<file path="config.mk">
export PLATFORM = sky130hd
export DESIGN_NAME = timing_role_ctrl
export DESIGN_NICKNAME = d
export VERILOG_FILES = /design/src/rtl/trc_pkg.sv /design/src/rtl/trc_datapath.sv /design/src/rtl/trc_ctrl.sv /design/src/rtl/timing_role_ctrl.sv
export SDC_FILE = /design/constraint.sdc
export NUM_CORES = 1
export LEC_CHECK = 0
export ABC_AREA = 1
export BUFFER_PORTS_ARGS = -buffer_cell sky130_fd_sc_hd__buf_4
export CAP_MARGIN = 40
export CORE_MARGIN = 3
export CORE_UTILIZATION = 40
export DETAILED_ROUTE_END_ITERATION = 10
export HOLD_SLACK_MARGIN = 0.03
export PLACE_DENSITY = 0.69
export SLEW_MARGIN = 40
export SYNTH_ARGS = -nofsm -noshare
export SYNTH_HDL_FRONTEND = slang
export SYNTH_SLANG_ARGS = --single-unit
</file>
<file path="constraint.sdc">
create_clock -name clk -period 2.7 [get_ports clk]
set_input_delay 0.135 -clock clk [delete_from_list [all_inputs] [get_ports clk]]
set_output_delay 0.135 -clock clk [all_outputs]
set_load 0.02 [all_outputs]
</file>
<file path="src/rtl/trc_pkg.sv">
package trc_pkg;

  typedef enum logic [2:0] {
    ST_SEC   = 3'd0,
    ST_PRI   = 3'd1,
    ST_HOLD  = 3'd2,
    ST_BW    = 3'd3,
    ST_REF   = 3'd4,
    ST_ALARM = 3'd5
  } ctrlState_t;

  typedef struct packed {
    logic       timerClr;
    logic       holdSet;
    logic       holdClr;
    logic       bwLowSet;
    logic       refLoad;
    logic [1:0] refVal;
    logic       promote;
  } dpStrobe_t;

  localparam logic [1:0] REF_SYS  = 2'b00;
  localparam logic [1:0] REF_NETA = 2'b01;
  localparam logic [1:0] REF_NETB = 2'b10;

endpackage

</file>
<file path="src/rtl/trc_datapath.sv">
module trc_datapath
  import trc_pkg::*;
#(
  parameter int SETTLE_CYCLES = 16,
  parameter int LOCK_TIMEOUT  = 64
) (
  input  logic       clk,
  input  logic       rst_n,
  input  logic       cfgPrimary,
  input  logic       netRefSel,
  input  dpStrobe_t  strobe,
  output logic       settleDone,
  output logic       lockExpired,
  output logic       holdoverEn,
  output logic       loopBwLow,
  output logic [1:0] pllRefSel,
  output logic       isPrimary
);

  localparam int MAXT = (SETTLE_CYCLES > LOCK_TIMEOUT) ? SETTLE_CYCLES : LOCK_TIMEOUT;
  localparam int TW   = $clog2(MAXT + 1);
  localparam logic [TW-1:0] SETTLE_LAST = TW'(SETTLE_CYCLES - 1);
  localparam logic [TW-1:0] LOCK_LAST   = TW'(LOCK_TIMEOUT - 1);
  localparam logic [TW-1:0] T_MAX       = TW'(MAXT);

  logic [TW-1:0] timer;

  // Saturating cycle counter, restarted by the control
  always_ff @(posedge clk) begin
    if (!rst_n || strobe.timerClr) timer <= '0;
    else if (timer != T_MAX)       timer <= timer + 1'b1;
  end

  assign settleDone  = (timer == SETTLE_LAST);
  assign lockExpired = (timer == LOCK_LAST);

  always_ff @(posedge clk) begin
    if (!rst_n) begin
      holdoverEn <= 1'b0;
      loopBwLow  <= cfgPrimary;
      pllRefSel  <= cfgPrimary ? (netRefSel ? REF_NETB : REF_NETA) : REF_SYS;
      isPrimary  <= cfgPrimary;
    end else begin
      if (strobe.holdSet)       holdoverEn <= 1'b1;
      else if (strobe.holdClr)  holdoverEn <= 1'b0;
      if (strobe.bwLowSet)      loopBwLow  <= 1'b1;
      if (strobe.refLoad)       pllRefSel  <= strobe.refVal;
      if (strobe.promote)       isPrimary  <= 1'b1;
    end
  end

endmodule

</file>
<file path="src/rtl/trc_ctrl.sv">
module trc_ctrl
  import trc_pkg::*;
(
  input  logic       clk,
  input  logic       rst_n,
  input  logic       cfgPrimary,
  input  logic       primaryFail,
  input  logic       netRefSel,
  input  logic [1:0] netRefValid,
  input  logic       pllLocked,
  input  logic       settleDone,
  input  logic       lockExpired,
  input  logic [1:0] curRef,
  output dpStrobe_t  strobe,
  output logic [2:0] seqStep,
  output logic       alarm
);

  ctrlState_t state, nextState;

  logic curIdx;
  assign curIdx = curRef[1];

  always_ff @(posedge clk) begin
    if (!rst_n) state <= cfgPrimary ? ST_PRI : ST_SEC;
    else        state <= nextState;
  end

  always_comb begin
    nextState = state;
    strobe    = '0;
    unique case (state)
      ST_SEC: if (primaryFail) begin
        strobe.holdSet  = 1'b1;
        strobe.timerClr = 1'b1;
        nextState       = ST_HOLD;
      end
      ST_HOLD: if (settleDone) begin
        strobe.bwLowSet = 1'b1;
        strobe.timerClr = 1'b1;
        nextState       = ST_BW;
      end
      ST_BW: if (settleDone) begin
        strobe.timerClr = 1'b1;
        if (netRefValid[netRefSel]) begin
          strobe.refLoad = 1'b1;
          strobe.refVal  = netRefSel ? REF_NETB : REF_NETA;
          nextState      = ST_REF;
        end else if (netRefValid[~netRefSel]) begin
          strobe.refLoad = 1'b1;
          strobe.refVal  = netRefSel ? REF_NETA : REF_NETB;
          nextState      = ST_REF;
        end else begin
          nextState      = ST_ALARM;
        end
      end
      ST_REF: begin
        if (pllLocked) begin
          strobe.holdClr = 1'b1;
          strobe.promote = 1'b1;
          nextState      = ST_PRI;
        end else if (lockExpired) begin
          nextState      = ST_ALARM;
        end
      end
      ST_PRI: if (curRef != REF_SYS && !netRefValid[curIdx] && netRefValid[~curIdx]) begin
        strobe.refLoad = 1'b1;
        strobe.refVal  = curIdx ? REF_NETA : REF_NETB;
      end
      default: nextState = ST_ALARM;
    endcase
  end

  always_comb begin
    unique case (state)
      ST_HOLD:  seqStep = 3'd1;
      ST_BW:    seqStep = 3'd2;
      ST_REF:   seqStep = 3'd3;
      ST_ALARM: seqStep = 3'd7;
      default:  seqStep = 3'd0;
    endcase
  end

  assign alarm = (state == ST_ALARM);

endmodule

</file>
<file path="src/rtl/timing_role_ctrl.sv">
module timing_role_ctrl
  import trc_pkg::*;
#(
  parameter int SETTLE_CYCLES = 16,
  parameter int LOCK_TIMEOUT  = 64
) (
  input  logic       clk,
  input  logic       rst_n,
  input  logic       cfgPrimary,
  input  logic       primaryFail,
  input  logic       ownClkBad,
  input  logic       netRefSel,
  input  logic [1:0] netRefValid,
  input  logic       pllLocked,
  input  logic       authSys,
  input  logic [1:0] authNet,
  input  logic       extRefValid,
  output logic       holdoverEn,
  output logic       loopBwLow,
  output logic [1:0] pllRefSel,
  output logic       actBusOe,
  output logic       redBusOe,
  output logic [1:0] netBusOe,
  output logic       isPrimary,
  output logic [2:0] seqStep,
  output logic       alarm
);

  dpStrobe_t strobe;
  logic settleDone, lockExpired;

  trc_ctrl u_ctrl (
    .clk, .rst_n, .cfgPrimary, .primaryFail, .netRefSel, .netRefValid,
    .pllLocked, .settleDone, .lockExpired, .curRef(pllRefSel),
    .strobe, .seqStep, .alarm
  );

  trc_datapath #(.SETTLE_CYCLES(SETTLE_CYCLES), .LOCK_TIMEOUT(LOCK_TIMEOUT)) u_dp (
    .clk, .rst_n, .cfgPrimary, .netRefSel, .strobe, .settleDone, .lockExpired,
    .holdoverEn, .loopBwLow, .pllRefSel, .isPrimary
  );

  assign actBusOe = authSys & isPrimary & ~ownClkBad;
  assign redBusOe = authSys & ~isPrimary & ~alarm;

  for (genvar i = 0; i < 2; i++) begin : g_netOe
    assign netBusOe[i] = authNet[i] & extRefValid;
  end

endmodule

</file>
==> summary.txt, run 1 <==
CTS
  • Longest Clk Path Bufs: 2
  • CTS resizes: 0
  • CTS tree: done
  • Reg clk slew, reported paths: 90 ps
  • H-tree depth: 1
  • Post-CTS Hold Fix Bufs: 0
  • Post-CTS Setup Inserts: 0
  • CTS Sinks: 15
  • Root Buffer: clkbuf_4
  • Clock Latency Late Sink: about 280 ps
  • Inserted Clock Buffers: 3

Worst setup path
  • R2R depth: 7
  • Worst setup path class: reg2out
  • Crit Path Max Fanout: 8
  • Worst EP arrival: roughly 1400 ps
  • Worst setup EP type: output port
  • Startpoint type of the worst setup path: flop
  • CP required: between 2000 and 3000 ps

Power
  • Reg power frac: 0.407
  • Comb power frac: 0.438
  • Sw Ratio: 0.408
  • Sw Pwr: roughly 340 uW
  • Pwr dens: about 700 nW/um^2
  • Clk pwr share: 0.154
  • Max VDD drop: 0.000443 V
  • Leak Pwr: approximately 0.00057 uW
  • P_int: about 500 uW

Synthesis
  • Top FF cell, synth: dfxtp_1
  • Fraction of the yosys area taken by sequential cells: 0.384
  • Largest cells by area after synthesis: edfxtp_1 (22%), dfxtp_1 (17%), nand2_1 (12%)
  • Post-synthesis cell area: 965 sq um
  • Average size of a mapped cell: 7.20 sq um
  • Most frequent cell after synthesis: nand2_1
  • Post-synth top area share: 0.218
  • Yosys top cell by area: edfxtp_1
  • Gate Count Post-Synth: 134
  • Seq cells post-synth: 15
  • Synth cell types: 24
  • YS warnings: 0
  • Number of synthesized flops with an enable pin: 7
  • Post-synth ARST share: 0
  • Synth cell count leaders: nand2_1 (32), nor2_1 (22), inv_1 (21)
  • Synthesized Nets: 149

Place
  • Post-Place Cell Area: 1170 sq um
  • DP Wirelength: 1560 um
  • Gp weighted congestion: 0.849
  • Port bufs: 25

STA
  • Setup TNS: 0 ps
  • Hold WS: approximately 160 ps
  • Final Cycle Share: 0.574
  • Max-slew violation count: 0
  • Maximum clock rate: 645 MHz
  • RSZ-0062 raised after global routing: false
  • Tmin final: 1550 ps
  • Slew @ Worst Pin: between 200 and 300 ps
  • Hold Fails Final Rpt: 0
  • Setup-failing EPs final: 0
  • Layout Skew: slightly above 5 ps
  • Slew headroom: 0.814

Drt
  • DR vias/cell: between 4 and 5
  • Drt wl/cell: roughly 10 um
  • Initial drt markers: 15
  • Post-route DRC: 0
  • DR vias: 874
  • 1st-pass router iterations: 4
  • Routed WL: approximately 1900 um
  • Post-route ant nets: 0

Flow run
  • Max-cap violations: 0

Floorplan
  • Die H: 55.1 um
  • Die area: 3040 sq um
  • Width of the die: about 55 um
  • Area of the core: 2250 sq um
  • FP Rows: 17
  • # IOs: 26
  • Starting density of the core: 0.428

Final layout
  • Final cell area excluding filler cells: 1190 sq um
  • Area growth syn-to-layout: 23.7%
  • Share of cells above drive strength 1: 0.244
  • Total Nets Final: 176
  • Antenna fix cells: 0
  • Fin util: 0.529

Global routing
  • Overall Global Routing Usage: 0.135
  • First-pass GRT wire length: 2900 um
  • Vias in the first global route: between 700 and 800
  • Largest net degree at the start of global routing: 11
  • Initial antenna violation count: 0
  • Remaining Overflow, GRT: 0

Worst hold path
  • Hold-critical path depth: 3
  • Worst Hold Class: in2reg

Outcome
  • Outcome: complete, no violations
## flip-flops by register name, indices dropped and copies added, names as in the netlist
| name | cells |
|---|---|
| u_dp.pllRefSel | 2 |
| u_dp.isPrimary | 1 |
| u_dp.holdoverEn | 1 |
| u_dp.timer | 7 |
| u_ctrl.state | 3 |
| u_dp.loopBwLow | 1 |
## area by class of cell
type / instances / area [sq um]
sequential: 15 / 370
multi-input combinational: 94 / 492
fill: 230 / 1060
inverter: 22 / 82.6
timing repair buffer: 25 / 188
tap: 28 / 35.0
clock buffer: 4 / 26.3
## metal layers
metal,vias to the layer above,routed length [um],GRT usage
li1,472,-,-
met1,377,972,0.180
met2,21,861,0.205
met3,4,85,0.0322
met4,0,21,0.0607
met5,-,0,0
## worst max-delay path, cell delays in order, from the launching register on
cell and delay, ps:
edfxtp_1 520, nor3_2 280, inv_1 70, nand3b_1 80
inv_1 40, buf_4 140
## cells by family (layout without fill, tap and decap cells)
family | after synthesis | count (layout) | synth area share
AO/OA/AOI/OAI | 8 | 8 | 0.0480
XOR/XNOR | 4 | 4 | 0.0363
adder cells (fa/ha/maj) | 2 | 2 | 0.0259
buffers and inverters | 25 | 51 | 0.106
flip-flops | 15 | 15 | 0.384
AND/OR/NAND/NOR | 80 | 80 | 0.399
## power groups by stage
stage	Combinational (uW)	Sequential (uW)	Clock, uW
floorplan	255	332	0
global placement	356	339	0
detailed placement	361	341	0
CTS	364	335	131
global route	401	344	143
finish	360	335	127
## path summary, 6_finish.rpt
kind	from	to	slack, ps
max	u_ctrl.state[1]	redBusOe	1150
min	cfgPrimary	u_dp.isPrimary	160
max reg2reg	u_dp.timer[0]	u_ctrl.state[1]	1200
min reg2reg	u_dp.holdoverEn	u_dp.holdoverEn	470
## placed cells by master (no fill, tap or decap), types with 2 or more instances in the layout
cell,count
buf_4,25
clkbuf_4,3
dfxtp_1,8
edfxtp_1,7
ha_1,2
inv_1,21
nand2_1,32
nand2_2,2
nand3_1,10
nand3_2,2
nand3b_1,3
nand4_1,2
nor2_1,22
nor3_1,2
nor3_2,2
o21ai_0,5
xor2_1,4
## metrics by stage
step                      setup slack, ps  instances  power [uW]
final                                1150        188         821
after global routing                 1050        188         888
after floorplan                      1320        134         587
after global placement               1250        184         695
after detailed placement             1210        184         702
after CTS                            1130        188         830
Power figures use the tool's default switching activity.
==> inputs of run 2 (changes only) <==
--- a/config.mk
+++ b/config.mk
@@ -5,14 +5,14 @@
 export SDC_FILE = /design/constraint.sdc
 export NUM_CORES = 1
 export LEC_CHECK = 0
-export ABC_AREA = 1
+export ABC_AREA = 0
 export BUFFER_PORTS_ARGS = -buffer_cell sky130_fd_sc_hd__buf_4
 export CAP_MARGIN = 40
 export CORE_MARGIN = 3
 export CORE_UTILIZATION = 40
 export DETAILED_ROUTE_END_ITERATION = 10
 export HOLD_SLACK_MARGIN = 0.03
-export PLACE_DENSITY = 0.69
+export PLACE_DENSITY = 0.71
 export SLEW_MARGIN = 40
 export SYNTH_ARGS = -nofsm -noshare
 export SYNTH_HDL_FRONTEND = slang
==> constraint.sdc (replaced) <==
create_clock -name clk -period 1.29 [get_ports clk]
set_input_delay 0.0645 -clock clk [delete_from_list [all_inputs] [get_ports clk]]
set_output_delay 0.0645 -clock clk [all_outputs]
set_load 0.02 [all_outputs]
==> summary.txt, run 2 <==
CTS
  • CTS Sinks: 15
  • Clock Latency Late Sink: 290 ps
  • Longest Clk Path Bufs: 2
  • H-tree depth: 1
  • CTS tree: done
  • Inserted Clock Buffers: 3
  • Reg clk slew, reported paths: 110 ps
  • Root Buffer: clkbuf_4

Global routing
  • First-pass GRT wire length: 4210 um
  • Remaining Overflow, GRT: 0
  • Largest net degree at the start of global routing: 19
  • Overall Global Routing Usage: 0.192
  • Vias in the first global route: 998
  • Initial antenna violation count: 0

Final layout
  • Most frequent cells in the layout: buf_4 (51), buf_6 (12), nand2_1 (8)
  • Fin util: 0.813
  • Max reg flops: 7
  • Most common cell after layout, fill and taps aside: buf_4
  • Share of cells above drive strength 1: 0.590
  • Area growth syn-to-layout: 80.7%
  • Top reg by flops: u_dp.timer
  • Antenna fix cells: 0
  • Total Nets Final: ~190
  • Largest regs: u_dp.timer x7, u_ctrl.state x3, u_dp.pllRefSel x2

Place
  • Port bufs: 25
  • DP Wirelength: 1930 um
  • Pre-CTS WS: -206 ps
  • Gp weighted congestion: 0.818

Synthesis
  • Fraction of the yosys area taken by sequential cells: 0.392
  • YS warnings: 0
  • Synth cell count leaders: nand2_1 (10), nor2_1 (10), dfxtp_1 (8), inv_1 (8)
  • Average size of a mapped cell: 8.45 sq um
  • Top FF cell, synth: dfxtp_1
  • Synth cell types: 41
  • Post-synth top area share: 0.222
  • Largest cells by area after synthesis: edfxtp_1 (22%), dfxtp_1 (17%), nand2_1 (4.0%)
  • Number of synthesized flops with an enable pin: 7
  • Yosys top cell by area: edfxtp_1
  • Post-synthesis cell area: 946 sq um
  • Post-synth ARST share: 0
  • Seq cells post-synth: 15
  • Synthesized Nets: 127
  • Gate Count Post-Synth: 112

STA
  • Slew @ Worst Pin: 416 ps
  • Setup TNS: -3880 ps
  • Max-slew violation count: 0
  • Hold Fails Final Rpt: 0
  • RSZ-0062 raised after global routing: true
  • Slew headroom: 0.722
  • Setup-failing EPs final: 21
  • Maximum clock rate: 656 MHz
  • Hold WS: 109 ps
  • Final Cycle Share: 1.18
  • Tmin final: 1530 ps
  • Layout Skew: about 5.3 ps
  • Setup WS post-layout: -235 ps

Power
  • Sw Ratio: 0.372
  • Pwr dens: 1220 nW/um^2
  • P_int: about 1300 uW
  • Comb power frac: 0.553
  • Leak Pwr: 0.000717 uW
  • Clk pwr share: 0.141
  • Max VDD drop: between 0.0008 and 0.0009 V
  • Reg power frac: 0.306
  • Final Power: 2080 uW
  • Sw Pwr: 775 uW

Drt
  • Post-route ant nets: 0
  • Post-route DRC: 0
  • DR vias/cell: 5.46
  • DR vias: between 1k and 1.5k
  • Drt wl/cell: 16.2 um
  • Routed WL: 3230 um
  • 1st-pass router iterations: 4
  • Initial drt markers: 11

Worst hold path
  • Worst Hold Class: in2reg

Flow run
  • Max-cap violations: 0

Floorplan
  • # IOs: 26
  • Die H: 54.6 um
  • Die area: 2980 sq um
  • FP Rows: 16
  • Width of the die: 54.6 um
  • Area of the core: 2100 sq um
  • Starting density of the core: 0.450

Outcome
  • Failing checks: negative setup slack
  • Outcome: complete, but fails checks

Worst setup path
  • Worst setup EP type: flop
  • Worst setup path class: reg2reg
  • Startpoint type of the worst setup path: flop
  • Worst EP arrival: between 1500 and 2000 ps
  • CP required: around 1500 ps
  • Reg2Reg Setup Slack: -240 ps
  • Crit Path Max Fanout: 6
run 2: metrics by stage:
step	instances	cell area (sq um)
finish	200	1710
global route	200	1710
CTS	190	1520
detailed placement	184	1410
global placement	184	1410
floorplan	112	1040
run 2: logic make-up (layout without fill, tap and decap cells):
group,count (synthesis),after routing,synth area share
AO/OA/AOI/OAI,27,27,0.194
flip-flops,15,15,0.392
XOR/XNOR,3,3,0.0278
AND/OR/NAND/NOR,51,51,0.300
adder cells (fa/ha/maj),2,2,0.0265
buffers and inverters,14,75,0.0595
run 2: routing by layer:
metal	global-route usage	vias to the layer above	routed length [um]	share of wire
li1	-	529	-	-
met1	0.220	518	1290	0.40
met2	0.356	37	1700	0.53
met3	0.0300	8	171	0.053
met4	0.0581	0	71	0.022
met5	0	-	0	0
run 2: what timing repair did:
| item | in CTS | in global routing |
|---|---|---|
| hold endpoints to repair | 0 | 0 |
| buffers inserted | 3 | 11 |
| endpoints found under the setup margin | 23 | 23 |
| pin swaps | 12 | 10 |
| gates resized for setup | 19 | 23 |
| hold buffers | 0 | 0 |
run 2: final cells by class:
class	instances	area, sq um
clock buffers	3	22.5
clock inverters	1	5.00
fillers	133	393
inverters	8	32.5
multi-input cells	83	723
flip-flops and latches	15	374
well taps	27	33.8
repair buffers	63	518
run 2: worst paths after layout:
check                       start              to  cells after the start
setup / recovery  u_ctrl.state[1]   u_dp.timer[0]                      4
hold reg to reg     u_dp.timer[1]   u_dp.timer[1]                      3
setup reg to reg  u_ctrl.state[1]   u_dp.timer[0]                      4
hold / removal         cfgPrimary  u_dp.loopBwLow                      2
run 2: power by group through the flow:
stage,Combinational [uW],Clock [uW],Sequential (uW)
finish,1150,294,638
global route,1220,299,648
CTS,881,284,630
detailed placement,732,0,644
global placement,714,0,641
floorplan,431,0,643
run 2: worst max-delay path, stage by stage, from the launching register on:
cell and delay (ps):
edfxtp_1 460, buf_6 170, or4b_4 540, o311ai_4 160, nor3_2 90
